===== src/rtl/tmr_pkg.sv =====
package tmr_pkg;

    typedef enum logic [1:0] {
        MODE_UP     = 2'd0,
        MODE_DOWN   = 2'd1,
        MODE_UPDOWN = 2'd2,
        MODE_RSVD   = 2'd3
    } cnt_mode_e;

    typedef enum logic [1:0] {
        ACT_NONE   = 2'd0,
        ACT_START  = 2'd1,
        ACT_STOP   = 2'd2,
        ACT_RELOAD = 2'd3
    } edge_act_e;

endpackage


===== src/rtl/tmr_prescaler.sv =====
module tmr_prescaler #(
    parameter int LOG_MAX = 10,
    parameter int SEL_W   = 4
) (
    input  logic             clk,
    input  logic             rst_n,
    input  logic             run,
    input  logic             restart,
    input  logic [SEL_W-1:0] sel,
    output logic             tick
);
    localparam int CW = LOG_MAX;

    typedef struct packed {
        logic [CW-1:0] pre;
    } pst_t;

    pst_t s_d, s_q;
    logic [SEL_W-1:0] sel_c;
    logic [CW-1:0]    mask;

    always_comb begin
        sel_c = (int'(sel) > LOG_MAX) ? SEL_W'(LOG_MAX) : sel;
        mask  = ~({CW{1'b1}} << sel_c);
        tick  = run && ((s_q.pre & mask) == mask);
        s_d   = s_q;
        if (!run || restart) s_d.pre = '0;
        else                 s_d.pre = s_q.pre + 1'b1;
    end

    always_ff @(posedge clk) begin
        if (!rst_n) s_q <= '0;
        else        s_q <= s_d;
    end

endmodule


===== src/rtl/tmr_trigger.sv =====
module tmr_trigger
    import tmr_pkg::*;
(
    input  logic       clk,
    input  logic       rst_n,
    input  logic       trig_in,
    input  logic [1:0] rise_act,
    input  logic [1:0] fall_act,
    input  logic       sw_start,
    input  logic       sw_stop,
    output logic       start_req,
    output logic       stop_req,
    output logic       reload_req
);
    typedef struct packed {
        logic trig;
    } tst_t;

    tst_t      s_d, s_q;
    edge_act_e act;
    logic      rise, fall;

    always_comb begin
        rise = trig_in && !s_q.trig;
        fall = !trig_in && s_q.trig;
        if (rise)      act = edge_act_e'(rise_act);
        else if (fall) act = edge_act_e'(fall_act);
        else           act = ACT_NONE;
        // any stop source outranks every start source and blocks reload
        stop_req   = sw_stop || (act == ACT_STOP);
        start_req  = !stop_req && (sw_start || act == ACT_START || act == ACT_RELOAD);
        reload_req = !stop_req && (act == ACT_RELOAD);
        s_d.trig   = trig_in;
    end

    always_ff @(posedge clk) begin
        if (!rst_n) s_q <= '0;
        else        s_q <= s_d;
    end

endmodule


===== src/rtl/tmr_counter.sv =====
module tmr_counter
    import tmr_pkg::*;
#(
    parameter int W = 16
) (
    input  logic         clk,
    input  logic         rst_n,
    input  cnt_mode_e    mode,
    input  logic         one_shot,
    input  logic         dbl,
    input  logic         tick,
    input  logic         start_req,
    input  logic         stop_req,
    input  logic         reload_req,
    input  logic         cnt_wr,
    input  logic [W-1:0] cnt_wdata,
    input  logic         top_wr,
    input  logic [W-1:0] top_wdata,
    input  logic         topb_wr,
    input  logic [W-1:0] topb_wdata,
    output logic [W-1:0] cnt,
    output logic         run,
    output logic         dir,
    output logic         ovf,
    output logic         udf
);
    typedef struct packed {
        logic [W-1:0] cnt;
        logic [W-1:0] top;
        logic [W-1:0] topb;
        logic         pend;
        logic         run;
        logic         dir;
        logic         ovf;
        logic         udf;
    } cst_t;

    cst_t s_d, s_q;

    logic         eff_dir;
    logic [W-1:0] step;
    logic [W-1:0] wrap_top;
    logic [W:0]   sum_up;
    logic [W-1:0] sat_up;
    logic [W-1:0] sat_dn;
    logic         os_end;

    always_comb begin
        eff_dir  = (mode == MODE_UPDOWN) ? s_q.dir : (mode == MODE_DOWN);
        step     = dbl ? W'(2) : W'(1);
        wrap_top = s_q.pend ? s_q.topb : s_q.top;
        sum_up   = {1'b0, s_q.cnt} + {1'b0, step};
        sat_up   = (sum_up > {1'b0, s_q.top}) ? s_q.top : sum_up[W-1:0];
        sat_dn   = (s_q.cnt < step) ? '0 : (s_q.cnt - step);
        os_end   = 1'b0;

        s_d      = s_q;
        s_d.ovf  = 1'b0;
        s_d.udf  = 1'b0;
        s_d.dir  = (mode == MODE_UPDOWN) ? s_q.dir : (mode == MODE_DOWN);

        if (cnt_wr) begin
            s_d.cnt = cnt_wdata;
        end else if (reload_req) begin
            s_d.cnt = eff_dir ? s_q.top : '0;
        end else if (tick) begin
            unique case (mode)
                MODE_UP: begin
                    if (s_q.cnt >= s_q.top) begin
                        s_d.cnt = '0;
                        s_d.ovf = 1'b1;
                        os_end  = one_shot;
                    end else begin
                        s_d.cnt = sat_up;
                    end
                end
                MODE_DOWN: begin
                    if (s_q.cnt == '0) begin
                        s_d.cnt = wrap_top;
                        s_d.udf = 1'b1;
                        os_end  = one_shot;
                    end else begin
                        s_d.cnt = sat_dn;
                    end
                end
                MODE_UPDOWN: begin
                    if (!s_q.dir) begin
                        if (s_q.cnt >= s_q.top) begin
                            s_d.ovf = 1'b1;
                            s_d.dir = 1'b1;
                            s_d.cnt = (s_q.top > step) ? (s_q.top - step) : '0;
                        end else begin
                            s_d.cnt = sat_up;
                        end
                    end else begin
                        if (s_q.cnt == '0) begin
                            s_d.udf = 1'b1;
                            s_d.dir = 1'b0;
                            os_end  = one_shot;
                            if (one_shot)             s_d.cnt = '0;
                            else if (step > wrap_top) s_d.cnt = wrap_top;
                            else                      s_d.cnt = step;
                        end else begin
                            s_d.cnt = sat_dn;
                        end
                    end
                end
                default: s_d.cnt = s_q.cnt;
            endcase
        end

        // buffered top moves over on a wrap event
        if ((s_d.ovf || s_d.udf) && s_q.pend) begin
            s_d.top  = s_q.topb;
            s_d.pend = 1'b0;
        end
        if (top_wr) begin
            s_d.top  = top_wdata;
            s_d.pend = 1'b0;
        end
        if (topb_wr) begin
            s_d.topb = topb_wdata;
            s_d.pend = 1'b1;
        end

        if (stop_req)       s_d.run = 1'b0;
        else if (start_req) s_d.run = 1'b1;
        else if (os_end)    s_d.run = 1'b0;
    end

    always_ff @(posedge clk) begin
        if (!rst_n) begin
            s_q      <= '0;
            s_q.top  <= '1;
            s_q.topb <= '1;
        end else begin
            s_q <= s_d;
        end
    end

    assign cnt = s_q.cnt;
    assign run = s_q.run;
    assign dir = eff_dir;
    assign ovf = s_q.ovf;
    assign udf = s_q.udf;

    // an up step taken at top wraps to zero with an overflow strobe
    assert_up_wrap_R4: assert property (@(posedge clk) disable iff (!rst_n)
        (tick && mode == MODE_UP && s_q.cnt == s_q.top && !cnt_wr && !reload_req)
        |=> (s_q.ovf && s_q.cnt == '0));

    // a down step taken at zero raises underflow
    assert_down_wrap_R5: assert property (@(posedge clk) disable iff (!rst_n)
        (tick && mode == MODE_DOWN && s_q.cnt == '0 && !cnt_wr && !reload_req)
        |=> s_q.udf);

    // one-shot up counting stops at its wrap
    assert_oneshot_stop_R8: assert property (@(posedge clk) disable iff (!rst_n)
        (tick && one_shot && mode == MODE_UP && s_q.cnt >= s_q.top &&
         !cnt_wr && !reload_req && !start_req && !stop_req)
        |=> !s_q.run);

    // a stopped counter keeps its value without a write or reload
    assert_idle_hold_R11: assert property (@(posedge clk) disable iff (!rst_n)
        (!s_q.run && !cnt_wr && !reload_req) |=> $stable(s_q.cnt));

endmodule


===== src/rtl/tmr_core.sv =====
module tmr_core
    import tmr_pkg::*;
#(
    parameter int CNT_W     = 16,
    parameter int PRESC_LOG = 10,
    parameter int PSEL_W    = 4
) (
    input  logic              clk,
    input  logic              rst_n,
    input  logic [1:0]        cfg_mode,
    input  logic [PSEL_W-1:0] cfg_presc,
    input  logic              cfg_one_shot,
    input  logic              cfg_dbl,
    input  logic [1:0]        cfg_rise_act,
    input  logic [1:0]        cfg_fall_act,
    input  logic              trig_in,
    input  logic              sw_start,
    input  logic              sw_stop,
    input  logic              cnt_wr,
    input  logic [CNT_W-1:0]  cnt_wdata,
    input  logic              top_wr,
    input  logic [CNT_W-1:0]  top_wdata,
    input  logic              topb_wr,
    input  logic [CNT_W-1:0]  topb_wdata,
    output logic [CNT_W-1:0]  count,
    output logic              dir,
    output logic              ovf,
    output logic              udf,
    output logic              running
);
    logic start_req, stop_req, reload_req;
    logic tick;

    tmr_trigger u_trig (
        .clk        (clk),
        .rst_n      (rst_n),
        .trig_in    (trig_in),
        .rise_act   (cfg_rise_act),
        .fall_act   (cfg_fall_act),
        .sw_start   (sw_start),
        .sw_stop    (sw_stop),
        .start_req  (start_req),
        .stop_req   (stop_req),
        .reload_req (reload_req)
    );

    tmr_prescaler #(
        .LOG_MAX (PRESC_LOG),
        .SEL_W   (PSEL_W)
    ) u_presc (
        .clk     (clk),
        .rst_n   (rst_n),
        .run     (running),
        .restart (reload_req),
        .sel     (cfg_presc),
        .tick    (tick)
    );

    tmr_counter #(
        .W (CNT_W)
    ) u_cnt (
        .clk        (clk),
        .rst_n      (rst_n),
        .mode       (cnt_mode_e'(cfg_mode)),
        .one_shot   (cfg_one_shot),
        .dbl        (cfg_dbl),
        .tick       (tick),
        .start_req  (start_req),
        .stop_req   (stop_req),
        .reload_req (reload_req),
        .cnt_wr     (cnt_wr),
        .cnt_wdata  (cnt_wdata),
        .top_wr     (top_wr),
        .top_wdata  (top_wdata),
        .topb_wr    (topb_wr),
        .topb_wdata (topb_wdata),
        .cnt        (count),
        .run        (running),
        .dir        (dir),
        .ovf        (ovf),
        .udf        (udf)
    );

    // a software stop always leaves the counter stopped
    assert_stop_wins_R11: assert property (@(posedge clk) disable iff (!rst_n)
        sw_stop |=> !running);

    // overflow and underflow never coincide
    assert_one_event_R6: assert property (@(posedge clk) disable iff (!rst_n)
        !(ovf && udf));

    // a wrap strobe only follows a running cycle
    assert_event_running_R2: assert property (@(posedge clk) disable iff (!rst_n)
        (ovf || udf) |-> $past(running));

endmodule


===== config.mk =====
export PLATFORM = sky130hd
export DESIGN_NAME = tmr_core
export DESIGN_NICKNAME = d
export VERILOG_FILES = /design/src/rtl/tmr_pkg.sv /design/src/rtl/tmr_prescaler.sv /design/src/rtl/tmr_trigger.sv /design/src/rtl/tmr_counter.sv /design/src/rtl/tmr_core.sv
export SDC_FILE = /design/constraint.sdc
export NUM_CORES = 1
export LEC_CHECK = 0
export CORE_ASPECT_RATIO = 1.2
export CORE_UTILIZATION = 35
export CTS_CLUSTER_DIAMETER = 120
export DETAILED_ROUTE_END_ITERATION = 7
export REMOVE_ABC_BUFFERS = 1
export SYNTH_ARGS = -nofsm -noshare
export SYNTH_HDL_FRONTEND = slang
export SYNTH_SLANG_ARGS = --single-unit

===== constraint.sdc =====
create_clock -name clk -period 4 [get_ports clk]
set_input_delay 0.4 -clock clk [delete_from_list [all_inputs] [get_ports clk]]
set_output_delay 0.4 -clock clk [all_outputs]
set_load 0.005 [all_outputs]

After elaboration in Yosys (flattened, before gate mapping)
Cells that the tools add are included.
{ "classes": {"add_sub_neg": 4, "mul": 0, "div_mod_pow": 0, "n_lt_le_gt_ge": 6, "n_eq_ne": 6, "shift": 1, "n_mux": 48, "bitwise_logic": 3, "reduce_logical": 25} }
{ "ops": {"columns": ["operator", "n"], "rows": [
  ["$mux W16", 17],
  ["$pmux W16 S3", 1],
  ["$gt A16 B16 Y1", 2],
  ["$sub A16 B16 Y16", 2],
  ["$mux W1", 19],
  ["$add A16 B16 Y17", 1],
  ["$gt A17 B16 Y1", 1],
  ["$ge A16 B16 Y1", 1],
  ["$logic_not A16 Y1", 1],
  ["$lt A16 B16 Y1", 1],
  ["$add A10 B1 Y10 const B", 1],
  ["$and A10 B10 Y10", 1],
  ["$eq A10 B10 Y1", 1],
  ["$not A10 Y10", 1],
  ["$shl A10 B4 Y10 const A", 1],
  ["$mux W3", 3],
  ["$mux W2", 4],
  ["$eq A2 B2 Y1 const B", 3],
  ["$logic_and A1 B1 Y1", 6],
  ["$reduce_bool A3 Y1", 2],
  ["$logic_or A1 B1 Y1", 5],
  ["$reduce_bool A5 Y1", 1],
  ["$eq A2 B1 Y1 const B", 2],
  ["$gt A4 B4 Y1 const B", 1],
  ["9 further kinds", 15]
]} }
{ "word_totals": {"register_bits": 64, "latch_bits": 0, "ram_bits": 0, "rom_bits": 0, "in_bits": 68, "output_inout_bits": 20, "word_cells": 103, "n_memories": 0} }

Longest topological paths before layout
Gate-level depths: netlist of the first run.
{ "logic_depth": {"depth_word": 15, "mapped_depth": 18, "depth_no_buf": 17} }

By module
Synthesis of the first run repeated with hierarchy kept, for this count alone.
{ "unflattened": {"cells_unflattened": 870, "hier_area_um2": 6482.5} }
{ "by_module_without_submodules": {"columns": ["mod", "n_inst", "cells_each", "area_each_um2", "seq_area_each_um2"], "rows": [
  ["tmr_counter", 1, 801, 5909.4, 1061.0],
  ["tmr_prescaler", 1, 59, 488.0, 200.2],
  ["tmr_trigger", 1, 10, 85.1, 20.0]
]} }

Worst setup path before layout of the first run
OpenSTA, ideal clock, no wires.
{ "synth_path": {"path_kind": "input -> register", "start": "input cfg_dbl", "end": "register u_cnt.s_q, in the netlist u_cnt.cnt[13]", "setup_ns": 0.123, "arrival_ns": 4.014, "required_ns": 3.877, "setup_slack_ns": -0.137, "path_stages": 18, "n_path_buf": 1, "cell_sequence": "inv_1 -> ha_1 -> fa_1 -> nand3_1 -> nor2_1 -> and2_1 -> nand3_1 -> xnor2_1 -> ha_1 -> nand3_1 -> or3_1 -> or4_1 -> o41ai_2 -> nand2_2 -> buf_2 -> mux2_2 -> a221oi_1 -> nor2_1"} }
{ "synth_between": {"elab_chain_cells": 10, "elab_cells_between_ends": 22, "cone_classes": "add/sub: 3; order compare: 4; mux: 15"} }
{ "synth_lines": {"columns": ["item", "line", "rtl"], "rows": [
  ["start: declaration", "tmr_core.sv:13", "input logic cfg_dbl,"],
  ["$mux W2 *", "tmr_counter.sv:50", "step = dbl ? W'(2) : W'(1);"],
  ["$add A16 B16 Y17 / $gt A16 B16 Y1 (equally long branches)", "tmr_counter.sv:52, tmr_counter.sv:101", null],
  ["$gt A17 B16 Y1 / $mux W16 (equally long branches)", "tmr_counter.sv:53, tmr_counter.sv:101", null],
  ["$mux W16, on equally long branches", "tmr_counter.sv:53, tmr_counter.sv:100", null],
  ["$mux W16, on equally long branches", "tmr_counter.sv:88, tmr_counter.sv:96", null],
  ["$mux W16", "tmr_counter.sv:87", "if (!s_q.dir) begin"],
  ["$pmux W16 S3 *", "tmr_counter.sv:67", "unique case (mode)"],
  ["$mux W16 *", "tmr_counter.sv:66", "end else if (tick) begin"],
  ["$mux W16 *", "tmr_counter.sv:64", "end else if (reload_req) begin"],
  ["$mux W16 *", "tmr_counter.sv:62", "if (cnt_wr) begin"],
  ["end: declaration", "tmr_counter.sv:38", "cst_t s_d, s_q;"]
]} }
Mark *: on every way between the ends. The rest lies on a longest branch, timed or not. The select of a mux whose other input is x is not followed.
A chain may end at the register's enable or synchronous reset.

Final worst setup path of the first run
{ "layout_path": {"start": "input cfg_dbl", "end": "register u_cnt.s_q, in the netlist u_cnt.cnt[6]"} }
The elaborated chain is that of the path after synthesis.

==> results of run 1 <==
placed cells by master (no fill, tap or decap), drive strengths merged, types with 10 or more instances in the layout:
master,instances
inv,38
clkbuf,10
nor2b,13
nor4,10
nand4,10
xnor2,31
dfxtp,64
a31oi,17
o211ai,15
clkdlybuf4s50,85
nand3,32
ha,45
nor2,73
mux2i,26
o21ai,52
a21oi,40
nor3,23
xor2,13
nor3b,12
nand2,87
buf,72
o221a,11
sequential cells by signal, summed over array words and instances (netlist names):
register / cells
u_cnt.cnt: 16
u_cnt.ovf: 1
u_cnt.run: 1
u_cnt.s_q: 34
u_cnt.udf: 1
u_presc.s_q: 10
u_trig.s_q: 1
per-stage QoR:
step                cell area, µm²  util (%)  hold WS, ns  instances  power [µW]
finish                        8247     45.37       0.4818       1177        2453
global placement              7777     42.79       0.4588       1158        1482
detailed placement            7777     42.79       0.4675       1158        1483
CTS                           8197     45.10       0.4839       1175        2435
global route                  8247     45.37       0.5251       1177        2548
floorplan                     6121         -       0.4400        779        1131
logic make-up after synthesis:
group,after synthesis,share of synthesized area (%)
AND/OR/NAND/NOR,319,25.84
AO/OA/AOI/OAI,231,25.47
buffers and inverters,110,7.796
flip-flops,64,19.76
adder cells (fa/ha/maj),48,9.610
XOR/XNOR,44,5.944
multiplexers,35,5.577
where the power goes:
part	switching (µW)	internal, µW	total [µW]
clock network	337	614	951
registers	48.2	674	722
logic	429	351	780
what timing repair did:
| item | CTS | global route |
|---|---|---|
| endpoints found under the setup margin | 16 | 8 |
| gates resized for setup | 16 | 7 |
| pin swaps | 4 | 5 |
| buffers inserted | 1 | 2 |
per-layer routing:
metal / wire length [µm] / vias up / GRT usage (%) / share of wire [%]
li1: - / 3331 / - / -
met2: 10960 / 335 / 41.52 / 46
met1: 10430 / 3246 / 33.13 / 43
met3: 1551 / 68 / 2.331 / 6.4
met5: 0 / - / 0 / 0
met4: 1144 / 0 / 14.28 / 4.8
worst max-delay path: cells and delay by family:
| family | cells | cell delay [ns] |
|---|---|---|
| AND/OR/NAND/NOR | 8 | 1.57 |
| adder cells (fa/ha/maj) | 3 | 0.72 |
| AO/OA/AOI/OAI | 4 | 0.70 |
| buffers and inverters | 3 | 0.52 |
| XOR/XNOR | 1 | 0.15 |
final cells by class:
| class | count | area, µm² | share of cell area, % |
|---|---|---|---|
| well taps | 224 | 280.3 | 3.399 |
| flip-flops and latches | 64 | 1281 | 15.54 |
| multi-input cells | 677 | 4788 | 58.06 |
| clock buffers | 10 | 229.0 | 2.777 |
| inverters | 38 | 142.6 | 1.730 |
| repair buffers | 158 | 1409 | 17.08 |
| clock inverters | 6 | 116.4 | 1.411 |
path summary, 6_finish.rpt:
path,from,slack (ns),to,cells after the start
worst max-delay path,cfg_dbl,0.19,u_cnt.cnt[6],19
worst min-delay path,u_cnt.s_q[5],0.48,u_cnt.s_q[5],2
worst max register to register,u_cnt.cnt[1],0.21,u_cnt.cnt[6],17
worst min register to register,u_cnt.s_q[5],0.48,u_cnt.s_q[5],2
==> impl_metrics.json, run 1 <==
{
  "rows": 54,
  "ys_warn_count": 0,
  "numCtsBuffers": 9,
  "ctsHoldBuffers": 0,
  "relSlewSlack_pct": 31.58,
  "fillCellCount": 1845,
  "startpoint_type": "input pin",
  "grt-ovfl-total": 0,
  "tightest_slew_ns": 1.023,
  "drtPass1Iterations": 5,
  "synth_area_leader_cell": "dfxtp_1",
  "drt_iter0_drc": 676,
  "path_max_fanout": 4,
  "synth.most_common_cell": "nand2_1",
  "synth.area.top_cells": "dfxtp_1 20%, ha_1 8.7%, nand2_1 5.0%, xnor2_1 4.2%, nor2_1 4.1%",
  "portBuffers": 87,
  "critPathArrivalTime_ns": 4.07,
  "clk_pin_slew_worst_paths_ns": 0.06,
  "drc": 0,
  "grt_max_degree": 38,
  "syn_avg_cell_area_um2": 7.619,
  "cpMostUsedCell": "nand3_1",
  "status": "completed",
  "netlist_top_cells_count": "86 x nand2_1, 71 x nor2_1, 64 x dfxtp_1",
  "drt.antenna.violating_nets": 0,
  "max_clock_freq_mhz": 262.2,
  "grt_pass1_wl_um": 37090,
  "yosysSeqAreaShare_pct": 19.76,
  "ctsRootBufferMaster": "clkbuf_16",
  "finalHoldViolations": 0,
  "place.gp.congestion": 0.9967,
  "cp_cell_sequence": "dlygate4sd2_1 -> inv_2 -> ha_2 -> fa_2 -> nand3_4 -> nor2_4 -> and2_4 -> nand3_1 -> xnor2_1 -> ha_1 -> nand3_1 -> or3_4 -> or4_4 -> o41ai_2 -> buf_4 -> nand3_1 -> a21bo_2 -> a31oi_2 -> o41ai_2",
  "p_leak_uw": 0.003301,
  "synthArstFlopShare_pct": 0,
  "core_region_area_um2": 18170,
  "wl_um": 24080,
  "synthFlopType": "dfxtp_1",
  "period_share_pct": 95.35,
  "vias": 6980,
  "synthCells": 851,
  "cp-end-kind": "flop",
  "ios": 88,
  "clock-sinks": 64,
  "wl_per_cell_um": 20.46,
  "tns_ns": 0,
  "setup_violations": 0,
  "synth_edf_count": 0,
  "area_growth_pct": 27.19,
  "grt_pass1_vias": 6674,
  "fin_nets": 1064,
  "drive_above_1_share_pct": 15.32,
  "cts_tree": "built",
  "crit_required_ns": 4.25,
  "rsz0062_at_grt": "yes",
  "cts_buffer_depth": 2,
  "cts_htree_levels": 3,
  "cp_slowest_cell": "or4_4",
  "skew_ns": 0.006959,
  "hold_class": "reg -> reg",
  "insertion_delay_ns": 0.35,
  "yosys.cell_types.count": 88,
  "num_antenna_cells": 0,
  "netlist.area_leader.share_pct": 19.76,
  "power_density_nw_per_um2": 297.4,
  "die_y_um": 151.1,
  "start_util_pct": 35.67,
  "vdd_ir_drop_max_mv": 0.1602,
  "track_usage_pct": 25.46,
  "period_minus_slack_ns": 3.814,
  "die_w_um": 126.2,
  "synth_area_um2": 6484,
  "ys_ff_latch": 64,
  "detailed_place_hpwl_um": 19090,
  "fin_ws_ns": 0.1862,
  "maxCapViolCount": 0,
  "dieArea_um2": 19080,
  "finalMaxSlewViolations": 0,
  "antenna_found_initial": 0,
  "vias_per_cell": 5.930,
  "post-place-ws_ns": -0.7269,
  "crit_path_max_incr_delay_ns": 0.49,
  "crit_type": "in -> reg"
}
Power figures use the tool's default switching activity.
==> inputs of run 2 (changes only) <==
--- a/config.mk
+++ b/config.mk
@@ -5,10 +5,12 @@
 export SDC_FILE = /design/constraint.sdc
 export NUM_CORES = 1
 export LEC_CHECK = 0
+export ABC_CLOCK_PERIOD_IN_PS = 4000
 export CORE_ASPECT_RATIO = 1.2
-export CORE_UTILIZATION = 35
+export CORE_UTILIZATION = 51
 export CTS_CLUSTER_DIAMETER = 120
 export DETAILED_ROUTE_END_ITERATION = 7
+export PLACE_DENSITY = 0.78
 export REMOVE_ABC_BUFFERS = 1
 export SYNTH_ARGS = -nofsm -noshare
 export SYNTH_HDL_FRONTEND = slang
==> run 2 against run 1 <==
Cell area decreased by 0.64%. Wire length shrank 1.3%. Critical endpoint is now u_cnt.cnt[11]. Highest routed layer unchanged. Register-to-register slack got worse by 0.12 ns. Hold slack worse by 0.0040 ns. Fmax down 3.6%. Clock skew increased by 0.0019 ns. Sequential share of layout area up 0.11 points. Sequential power about the same. Sequential cell count is the same.
==> impl_metrics.json, run 2 (synthesis results as in run 1) <==
{
  "critPathArrivalTime_ns": 4.17,
  "vias": 7239,
  "area_growth_pct": 26.38,
  "regMostFlops": "u_cnt.s_q",
  "drt_iter0_drc": 896,
  "hold_path.startpoint": "rst_n",
  "final_cell_area_um2": 8194,
  "vias_per_cell": 6.492,
  "crit_type": "in -> reg",
  "numCtsBuffers": 9,
  "rrSetupSlack_ns": 0.09,
  "relSlewSlack_pct": 34.32,
  "drtPass1Iterations": 7,
  "cp_slowest_cell": "or3_4",
  "hold_class": "in -> reg",
  "holdWs_ns": 0.4778,
  "crit_buf_inv": 4,
  "startpoint_type": "input pin",
  "period_share_pct": 98.94,
  "min_path_cells": 2,
  "start_util_pct": 53.05,
  "grt-ovfl-total": 0,
  "final_common_cell": "nand2_1",
  "r2r-end": "u_cnt.cnt[11]",
  "setup_violations": 0,
  "clock-sinks": 64,
  "dieArea_um2": 13170,
  "largest_reg_flops": 34,
  "rows": 44,
  "place.gp.congestion": 1.001,
  "cp_cell_sequence": "dlygate4sd2_1 -> inv_2 -> ha_4 -> fa_2 -> nand3_2 -> nor2_4 -> and2_4 -> nand3_4 -> xnor2_2 -> ha_1 -> nand3_2 -> or3_4 -> buf_4 -> a311oi_2 -> o41ai_4 -> nand2_2 -> buf_4 -> mux2_2 -> a22oi_1 -> o22ai_1",
  "cts_htree_levels": 3,
  "crit_required_ns": 4.22,
  "fillCellCount": 1082,
  "p_leak_uw": 0.003309,
  "drt.antenna.violating_nets": 0,
  "tightest_slew_ns": 0.9821,
  "skew_ns": 0.008881,
  "vdd_ir_drop_max_mv": 0.1929,
  "track_usage_pct": 35.86,
  "clk_pin_slew_worst_paths_ns": 0.06,
  "insertion_delay_ns": 0.34,
  "worstSetupPathDepth": 20,
  "cts_tree": "built",
  "rr_startpoint": "u_cnt.cnt[0]",
  "critPathTopFamily": "simple AND/OR/NAND/NOR gates",
  "grt_max_degree": 31,
  "antenna_found_initial": 0,
  "ctsRootBufferMaster": "clkbuf_16",
  "ios": 88,
  "ctsHoldBuffers": 0,
  "drive_above_1_share_pct": 16.25,
  "max_clock_freq_mhz": 252.7,
  "reg2reg_depth": 18,
  "finalHoldViolations": 0,
  "grt_pass1_vias": 6708,
  "wl_um": 23770,
  "path_max_fanout": 9,
  "num_antenna_cells": 0,
  "drc": 0,
  "place_area_um2": 7699,
  "maxCapViolCount": 0,
  "cp-end-kind": "flop",
  "die_w_um": 104.9,
  "fin_nets": 1065,
  "portBuffers": 87,
  "grt_pass1_wl_um": 36430,
  "status": "completed",
  "cts_buffer_depth": 2,
  "period_minus_slack_ns": 3.958,
  "mostFrequentLayoutCells": "86 x nand2_1, 85 x clkdlybuf4s50_1, 71 x buf_4, 70 x nor2_1, 63 x dfxtp_1",
  "detailed_place_hpwl_um": 18310,
  "power_density_nw_per_um2": 285.0,
  "die_y_um": 125.5,
  "crit_path_max_incr_delay_ns": 0.39,
  "finalMaxSlewViolations": 0,
  "wl_per_cell_um": 21.32,
  "min_to": "u_cnt.s_q[10]",
  "design_power_total_uw": 2336,
  "core_region_area_um2": 12220
}
## run 2: cell count changes in the layout (fill, tap and decap cells not counted), sizes merged
cell and change:
buf +1, clkinvlp +1, clkbuf -1, bufinv -2, inv +1, clkinv +1
## run 2: through the flow
| step | TNS [ns] | cells | util (%) | worst slack [ns] |
|---|---|---|---|---|
| finish | 0 | 1115 | 67.05 | 0.04232 |
| global placement | -7.865 | 1095 | 62.99 | -0.5810 |
| floorplan | -1.857 | 779 | - | -0.2352 |
| CTS | 0 | 1111 | 65.59 | 0.004350 |
| global route | -0.5000 | 1115 | 67.05 | -0.1107 |
| detailed placement | -8.891 | 1095 | 62.99 | -0.6573 |
## run 2: timing repair
action | in CTS | in global routing
pin swaps | 6 | 9
resized for setup | 6 | 24
gates cloned | 0 | 0
buffers inserted | 0 | 4
endpoints found under the setup margin | 16 | 12
## run 2: worst max-delay path by stage
stage / from / end / slack [ns]
final: cfg_dbl / u_cnt.cnt[11] / 0.04
after CTS: cfg_dbl / u_cnt.cnt[7] / 0.004
after global placement: cfg_dbl / u_cnt.cnt[5] / -0.58
after floorplan: cfg_dbl / u_cnt.cnt[9] / -0.24
after detailed placement: cfg_dbl / u_cnt.cnt[6] / -0.66
after global routing: cfg_dbl / u_cnt.cnt[12] / -0.11
## run 2: routing by layer
layer	up-vias	GRT usage (%)	wire length [µm]	share of wire (%)
li1	3346	-	-	-
met1	3349	46.38	9305	39
met2	461	58.43	10900	46
met3	83	6.257	2503	11
met4	0	15.58	1059	4.5
met5	-	0	0	0
## run 2: worst register-to-register path, cell delays in order (launching register included)
cell and delay (ns):
dfxtp_1 0.41, ha_4 0.18, fa_2 0.22, nand3_2 0.12, nor2_4 0.16, and2_4 0.19
nand3_4 0.09, xnor2_2 0.15, ha_1 0.32, nand3_2 0.08, or3_4 0.39, buf_4 0.15
a311oi_2 0.28, o41ai_4 0.14, nand2_2 0.10, buf_4 0.18, mux2_2 0.34, a22oi_1 0.20
o22ai_1 0.10
## run 2: final cells by class
class                      instances  area [µm²]  area share [%]
multi-input combinational        677        4853           59.23
timing repair buffer             159        1409           17.19
inverter                          38       142.6           1.741
sequential                        64        1282           15.65
clock buffer                       9       225.2           2.749
clock inverter                     7       80.08          0.9772
tap                              161       201.4           2.458
## run 2: power by group
group          leakage (µW)  total (µW)  switching, µW  internal [µW]
Combinational       0.00263         786            431            355
Sequential         0.000528         722           48.5            674
Clock              0.000148         827            337            490
Total               0.00331        2340            816           1520
